==> config.mk <==
export PLATFORM = sky130hd
export DESIGN_NAME = updn_reload_timer
export DESIGN_NICKNAME = d
export VERILOG_FILES = /design/src/rtl/updn_timer_pkg.sv /design/src/rtl/updn_tick_gen.sv /design/src/rtl/updn_count_core.sv /design/src/rtl/updn_flag_unit.sv /design/src/rtl/updn_reload_timer.sv
export SDC_FILE = /design/constraint.sdc
export NUM_CORES = 1
export LEC_CHECK = 0
export ABC_AREA = 1
export BUFFER_PORTS_ARGS = -buffer_cell sky130_fd_sc_hd__clkbuf_2
export CAP_MARGIN = 20
export CORE_MARGIN = 1.5
export CORE_UTILIZATION = 50
export DETAILED_ROUTE_END_ITERATION = 8
export PLACE_DENSITY = 0.83
export SETUP_SLACK_MARGIN = 0.15
export SLEW_MARGIN = 30
export SYNTH_ARGS = -nofsm -noshare
export SYNTH_HDL_FRONTEND = slang
export SYNTH_HIERARCHICAL = 1
export SYNTH_SLANG_ARGS = --single-unit
==> constraint.sdc <==
create_clock -name clk -period 2.2 [get_ports clk]
set_clock_uncertainty 0.05 [all_clocks]
set_input_delay 0.22 -clock clk [delete_from_list [all_inputs] [get_ports clk]]
set_output_delay 0.22 -clock clk [all_outputs]
set_load 0.01 [all_outputs]
==> src/rtl/updn_timer_pkg.sv <==
package updn_timer_pkg;

    typedef enum logic [1:0] {
        ST_HALT = 2'd0,
        ST_UP   = 2'd1,
        ST_DOWN = 2'd2
    } tmr_state_e;

endpackage

==> src/rtl/updn_tick_gen.sv <==
module updn_tick_gen #(
    parameter int SEL_W = 3
) (
    input  logic             clk,
    input  logic             rst_n,
    input  logic             active,
    input  logic [SEL_W-1:0] sel,
    output logic             tick
);
    localparam int PH_W = (1 << SEL_W) - 1;

    logic [PH_W-1:0] phase_q;
    logic [PH_W-1:0] mask;

    always_comb begin
        for (int i = 0; i < PH_W; i++) begin
            mask[i] = (i < int'(sel));
        end
    end

    always_ff @(posedge clk or negedge rst_n) begin
        if (!rst_n) begin
            phase_q <= '0;
        end else if (!active) begin
            phase_q <= '0;
        end else begin
            phase_q <= phase_q + PH_W'(1);
        end
    end

    assign tick = active && ((phase_q & mask) == mask);

    AST_PHASE_RESTART: assert property (@(posedge clk) disable iff (!rst_n)
        !active |=> (phase_q == '0));
    AST_DIV1_EVERY_CYCLE: assert property (@(posedge clk) disable iff (!rst_n)
        (active && sel == '0) |-> tick);

endmodule

==> src/rtl/updn_count_core.sv <==
module updn_count_core #(
    parameter int CW = 16
) (
    input  logic          clk,
    input  logic          rst_n,
    input  logic          tick,
    input  logic          count_up,
    input  logic [CW-1:0] limit,
    output logic [CW-1:0] count,
    output logic          wrap
);
    localparam logic [CW-1:0] CNT_MAX = '1;

    logic          at_top;
    logic          at_floor;
    logic [CW-1:0] count_d;

    assign at_top   = (count == limit) || (count == CNT_MAX);
    assign at_floor = (count == '0);
    assign wrap     = tick && (count_up ? at_top : at_floor);

    always_comb begin
        count_d = count;
        if (tick) begin
            if (count_up) begin
                count_d = at_top ? '0 : count + CW'(1);
            end else begin
                count_d = at_floor ? limit : count - CW'(1);
            end
        end
    end

    always_ff @(posedge clk or negedge rst_n) begin
        if (!rst_n) begin
            count <= '0;
        end else begin
            count <= count_d;
        end
    end

    AST_UP_STEP: assert property (@(posedge clk) disable iff (!rst_n)
        (tick && count_up && !at_top) |=> (count == $past(count) + CW'(1)));
    AST_UP_WRAP: assert property (@(posedge clk) disable iff (!rst_n)
        (tick && count_up && at_top) |=> (count == '0));
    AST_DOWN_STEP: assert property (@(posedge clk) disable iff (!rst_n)
        (tick && !count_up && !at_floor) |=> (count == $past(count) - CW'(1)));
    AST_DOWN_RELOAD: assert property (@(posedge clk) disable iff (!rst_n)
        (tick && !count_up && at_floor) |=> (count == $past(limit)));
    AST_NO_TICK_HOLD: assert property (@(posedge clk) disable iff (!rst_n)
        !tick |=> $stable(count));

endmodule

==> src/rtl/updn_flag_unit.sv <==
module updn_flag_unit (
    input  logic clk,
    input  logic rst_n,
    input  logic wrap,
    input  logic ovf_clr,
    output logic ovf,
    output logic ext
);
    always_ff @(posedge clk or negedge rst_n) begin
        if (!rst_n) begin
            ovf <= 1'b0;
            ext <= 1'b0;
        end else begin
            if (wrap) begin
                ovf <= 1'b1;
            end else if (ovf_clr) begin
                ovf <= 1'b0;
            end
            ext <= ext ^ wrap;
        end
    end

    AST_OVF_SET: assert property (@(posedge clk) disable iff (!rst_n)
        wrap |=> ovf);
    AST_OVF_CLEAR: assert property (@(posedge clk) disable iff (!rst_n)
        (ovf_clr && !wrap) |=> !ovf);
    AST_OVF_HOLD: assert property (@(posedge clk) disable iff (!rst_n)
        (!ovf_clr && !wrap) |=> $stable(ovf));
    AST_EXT_TOGGLE: assert property (@(posedge clk) disable iff (!rst_n)
        wrap |=> (ext != $past(ext)));
    AST_EXT_STILL: assert property (@(posedge clk) disable iff (!rst_n)
        !wrap |=> $stable(ext));

endmodule

==> src/rtl/updn_reload_timer.sv <==
module updn_reload_timer
    import updn_timer_pkg::*;
#(
    parameter int CW    = 16,
    parameter int SEL_W = 3
) (
    input  logic             clk,
    input  logic             rst_n,
    input  logic             run,
    input  logic             dir_mode,
    input  logic             dir_pin,
    input  logic [SEL_W-1:0] presc_sel,
    input  logic             lim_wr,
    input  logic [CW-1:0]    lim_wdata,
    input  logic             ovf_clr,
    input  logic             irq_en,
    output logic [CW-1:0]    count,
    output logic             ovf_flag,
    output logic             ext_flag,
    output logic             irq
);
    tmr_state_e    state_q, state_d;
    logic          want_up;
    logic          presc_active;
    logic          cnt_up;
    logic          tick;
    logic          wrap;
    logic [CW-1:0] lim_q;

    assign want_up = !dir_mode || dir_pin;

    // Next-state logic: START, STOP and REVERSE transitions
    always_comb begin
        state_d = state_q;
        unique case (state_q)
            ST_HALT: begin
                if (run) state_d = want_up ? ST_UP : ST_DOWN;     // START
            end
            ST_UP: begin
                if (!run)         state_d = ST_HALT;              // STOP
                else if (!want_up) state_d = ST_DOWN;             // REVERSE
            end
            ST_DOWN: begin
                if (!run)         state_d = ST_HALT;              // STOP
                else if (want_up) state_d = ST_UP;                // REVERSE
            end
            default: state_d = ST_HALT;
        endcase
    end

    always_ff @(posedge clk or negedge rst_n) begin
        if (!rst_n) begin
            state_q <= ST_HALT;
        end else begin
            state_q <= state_d;
        end
    end

    // Outputs decoded from the state
    always_comb begin
        presc_active = 1'b0;
        cnt_up       = 1'b1;
        unique case (state_q)
            ST_HALT: begin
                presc_active = 1'b0;
                cnt_up       = 1'b1;
            end
            ST_UP: begin
                presc_active = 1'b1;
                cnt_up       = 1'b1;
            end
            ST_DOWN: begin
                presc_active = 1'b1;
                cnt_up       = 1'b0;
            end
            default: begin
                presc_active = 1'b0;
                cnt_up       = 1'b1;
            end
        endcase
    end

    always_ff @(posedge clk or negedge rst_n) begin
        if (!rst_n) begin
            lim_q <= '0;
        end else if (lim_wr) begin
            lim_q <= lim_wdata;
        end
    end

    updn_tick_gen #(.SEL_W(SEL_W)) u_tick (
        .clk    (clk),
        .rst_n  (rst_n),
        .active (presc_active),
        .sel    (presc_sel),
        .tick   (tick)
    );

    updn_count_core #(.CW(CW)) u_core (
        .clk      (clk),
        .rst_n    (rst_n),
        .tick     (tick),
        .count_up (cnt_up),
        .limit    (lim_q),
        .count    (count),
        .wrap     (wrap)
    );

    updn_flag_unit u_flags (
        .clk     (clk),
        .rst_n   (rst_n),
        .wrap    (wrap),
        .ovf_clr (ovf_clr),
        .ovf     (ovf_flag),
        .ext     (ext_flag)
    );

    assign irq = (ovf_flag || ext_flag) && irq_en;

    AST_HALT_FROZEN: assert property (@(posedge clk) disable iff (!rst_n)
        (state_q == ST_HALT) |=> $stable(count));
    AST_STOP_FOLLOWS: assert property (@(posedge clk) disable iff (!rst_n)
        !run |=> (state_q == ST_HALT));
    AST_UP_ONLY_MODE: assert property (@(posedge clk) disable iff (!rst_n)
        (run && !dir_mode) |=> (state_q == ST_UP));
    AST_IRQ_GATED: assert property (@(posedge clk) disable iff (!rst_n)
        irq |-> irq_en);
    AST_LIMIT_LOAD: assert property (@(posedge clk) disable iff (!rst_n)
        lim_wr |=> (lim_q == $past(lim_wdata)));

endmodule

==> out/qor.csv <==
stage;metric;value;unit
flow_run;number of max-cap violations;0;
placement;Placer Congestion;1.01;
sta;Worst slew margin;61.8;%
clock_tree;H-tree depth;2;
worst_setup_path;Required @ worst endpoint;2.39;ns
logic_synthesis;Yosys top cell by area;dfrtp_1;
logic_synthesis;most frequent cells after synthesis;203 x nand2_1, 70 x nor2_1, 57 x inv_1, 43 x dfrtp_1, 43 x nand3_1;
drt;1st-pass router iterations;5;
final_layout;share of layout cells above drive strength 1;20.7;%
global_route;first-pass GRT wire length;16.4;mm
logic_synthesis;synth top area cells;dfrtp_1 30%, nand2_1 21%, nor2_1 7.4%;
global_route;number of global-route vias before repair;3623;
logic_synthesis;Synth async-reset ratio;100;%
logic_synthesis;synthesized instance count;547;
clock_tree;Num CTS Buffers;5;
drt;WL final;9.55;mm
sta;unrepaired setup endpoints after global routing;false;
clock_tree;# clock sinks;43;
drt;Avg WL per Cell;13.8;µm
clock_tree;worst skew pair latency;0.30;ns
min_path;Hold WC Path Type;in2reg;
drt;Initial DRC Count;326;
global_route;initial antenna violation count;0;
power_and_ir_drop;Static Leak;0.00220;µW
drt;Residual DRC;0;
floorplan;FP Rows;30;
logic_synthesis;Synth Area per Inst;6.51;µm²
min_path;hold_sp;lim_wdata[3];
clock_tree;clock slew at reported path FFs;0.09;ns
worst_setup_path;CP arrival;2.14;ns
final_layout;Antenna diodes;0;
logic_synthesis;EDFF count, synth;0;
placement;hpwl dp;6.98;mm
clock_tree;CTS Root Cell;clkbuf_8;
placement;port buffer count;45;
status;status;complete, no violations;
sta;Worst Tran Pin Value;0.573;ns
logic_synthesis;Seq cells post-synth;43;
logic_synthesis;synth unique cells;29;
worst_setup_path;Worst Setup End Kind;flop;
drt;antenna viol nets, final;0;
logic_synthesis;most frequent cell after synthesis;nand2_1;
global_route;GRT Overall Usage;27.2;%
sta;Slew Viols, Final;0;
logic_synthesis;Synth top area share;30.2;%
floorplan;die area;7640;µm²
clock_tree;CTS Buffer Depth;2;
sta;part of the cycle the worst path needs;88.6;%
logic_synthesis;synth warn;6;
final_layout;fin area;4060;µm²
sta;Highest Clock Rate;513;MHz
placement;placed instance area;3850;µm²
sta;Finish-stage setup viols;0;
power_and_ir_drop;peak supply drop;0.570;mV
worst_setup_path;CP startpoint kind;flop;
worst_setup_path;Crit. Startpoint;u_core/count[0];
drt;via/cell ratio;5.26;
final_layout;nets;632;
global_route;largest net degree at the start of global routing;26;
floorplan;starting density of the core;52.2;%
clock_tree;TritonCTS clock tree;done;
logic_synthesis;syn nets;582;
worst_setup_path;WS Path Type;reg2reg;
power_and_ir_drop;Power Density;979;nW/µm²
worst_setup_path;worst-path fanout max;7;
final_layout;Fillers;636;
sta;Hold Fails Final Rpt;0;
floorplan;core area;6830;µm²
worst_setup_path;Reg-to-Reg Start;u_core/count[0];
logic_synthesis;post-synthesis sequential area ratio;30.2;%
sta;min Tclk post-route;1.95;ns
final_layout;synthesis-to-finish area growth;13.8;%
sta;Setup TNS;0;ns
logic_synthesis;main flop type after synthesis;dfrtp_1;
drt;via count;3651;
global_route;grt ovf;0;
logic_synthesis;synthesized area;3560;µm²
floorplan;DIE WIDTH;87.4;µm
floorplan;die height;87.4;µm
floorplan;Top Ports;46;
[timing repair]
action | in CTS | in global routing
hold endpoints to repair | 18 | 0
hold buffers | 1 | 0
setup endpoints to repair | 11 | 18
buffers inserted | 3 | 2
gates resized for setup | 1 | 13
[layout by cell type (no fill, tap or decap), types with 2 or more instances in the layout]
| cell type | count |
|---|---|
| nand2_1 | 202 |
| nor2_1 | 69 |
| inv_1 | 57 |
| clkbuf_2 | 45 |
| nand3_1 | 43 |
| dfrtp_1 | 38 |
| a21oi_1 | 24 |
| buf_4 | 18 |
| mux2_4 | 10 |
| xor2_1 | 9 |
| nor2_2 | 8 |
| nand4_1 | 7 |
| ha_1 | 7 |
| o21ai_0 | 7 |
| mux2_2 | 6 |
| clkbuf_8 | 6 |
| nand3_2 | 5 |
| nor2_4 | 5 |
| o21ai_1 | 5 |
| dfrtp_2 | 5 |
| nand2_2 | 3 |
| a21oi_2 | 3 |
| inv_2 | 2 |
| nand3b_1 | 2 |
[area by class of cell]
type                       count  area [µm²]  area share, %
clock buffer                   6        82.6           2.04
tap                           96         120           2.96
inverter                      61         233           5.74
timing repair buffer          65         390           9.62
sequential                    43        1080           26.7
multi-input combinational    421        2130           52.6
clock inverter                 2        16.3          0.401
[power by group]
part / switching, µW / total (µW) / leakage [µW] / internal [µW]
Sequential: 324 / 1290 / 0.000529 / 967
Combinational: 1320 / 2140 / 0.00163 / 816
Clock: 290 / 547 / 0.0000474 / 256
Total: 1930 / 3970 / 0.00220 / 2040
[registers in the layout, summed over array words and instances (netlist names)]
signal	cells
lim_q	16
u_core/count	16
u_tick/phase_q	7
state_q	2
u_flags/ext	1
u_flags/ovf	1
[path summary, 6_finish.rpt]
check / end / slack, ns / cells after the start
max: u_core/count[0] / 0.25 / 10
min in group asynchronous: u_core/count[5] / 0.35 / 2
max reg2reg: u_core/count[0] / 0.25 / 10
max in group asynchronous: u_core/count[7] / 1.01 / 3
min reg2reg: u_tick/phase_q[0] / 0.46 / 1
min: lim_q[3] / 0.09 / 2
[kinds of logic (layout without fill, tap and decap cells)]
| family | Yosys count | in the layout | synth area share, % |
|---|---|---|---|
| XOR/XNOR | 10 | 10 | 2.46 |
| adder cells (fa/ha/maj) | 8 | 8 | 2.81 |
| AND/OR/NAND/NOR | 347 | 347 | 41.5 |
| multiplexers | 16 | 16 | 6.11 |
| buffers and inverters | 83 | 134 | 11.1 |
| AO/OA/AOI/OAI | 40 | 40 | 5.90 |
| flip-flops | 43 | 43 | 30.2 |
[metal layers]
layer	GRT usage, %	vias to the layer above	wire length [µm]
met2	45.1	151	4560
met5	0	-	0
li1	-	1800	-
met4	11.7	0	254
met3	4.55	26	636
met1	34.8	1674	4110
[per-stage QoR]
step / cells / power, µW / hold slack [ns] / utilization [%] / setup WS (ns)
after floorplan: 547 / 2730 / -0.126 / - / 0.200
after global placement: 680 / 3190 / 0.148 / 56.4 / 0.131
after detailed placement: 680 / 3270 / 0.152 / 56.4 / 0.0178
after CTS: 692 / 3850 / 0.0838 / 58.5 / 0.158
after global routing: 694 / 4320 / 0.0851 / 59.4 / 0.137
final: 694 / 3970 / 0.0874 / 59.4 / 0.251
[worst max-delay path, stage by stage (launching register included)]
cell and delay (ns):
dfrtp_1 0.42, inv_1 0.17, ha_1 0.25, nand2_1 0.07
nor2_1 0.18, nand3_4 0.18, inv_4 0.16, nand3_1 0.09
a21oi_1 0.16, nand2_1 0.09, nand2_1 0.06
Note: power is estimated with default switching activity, not from simulation.
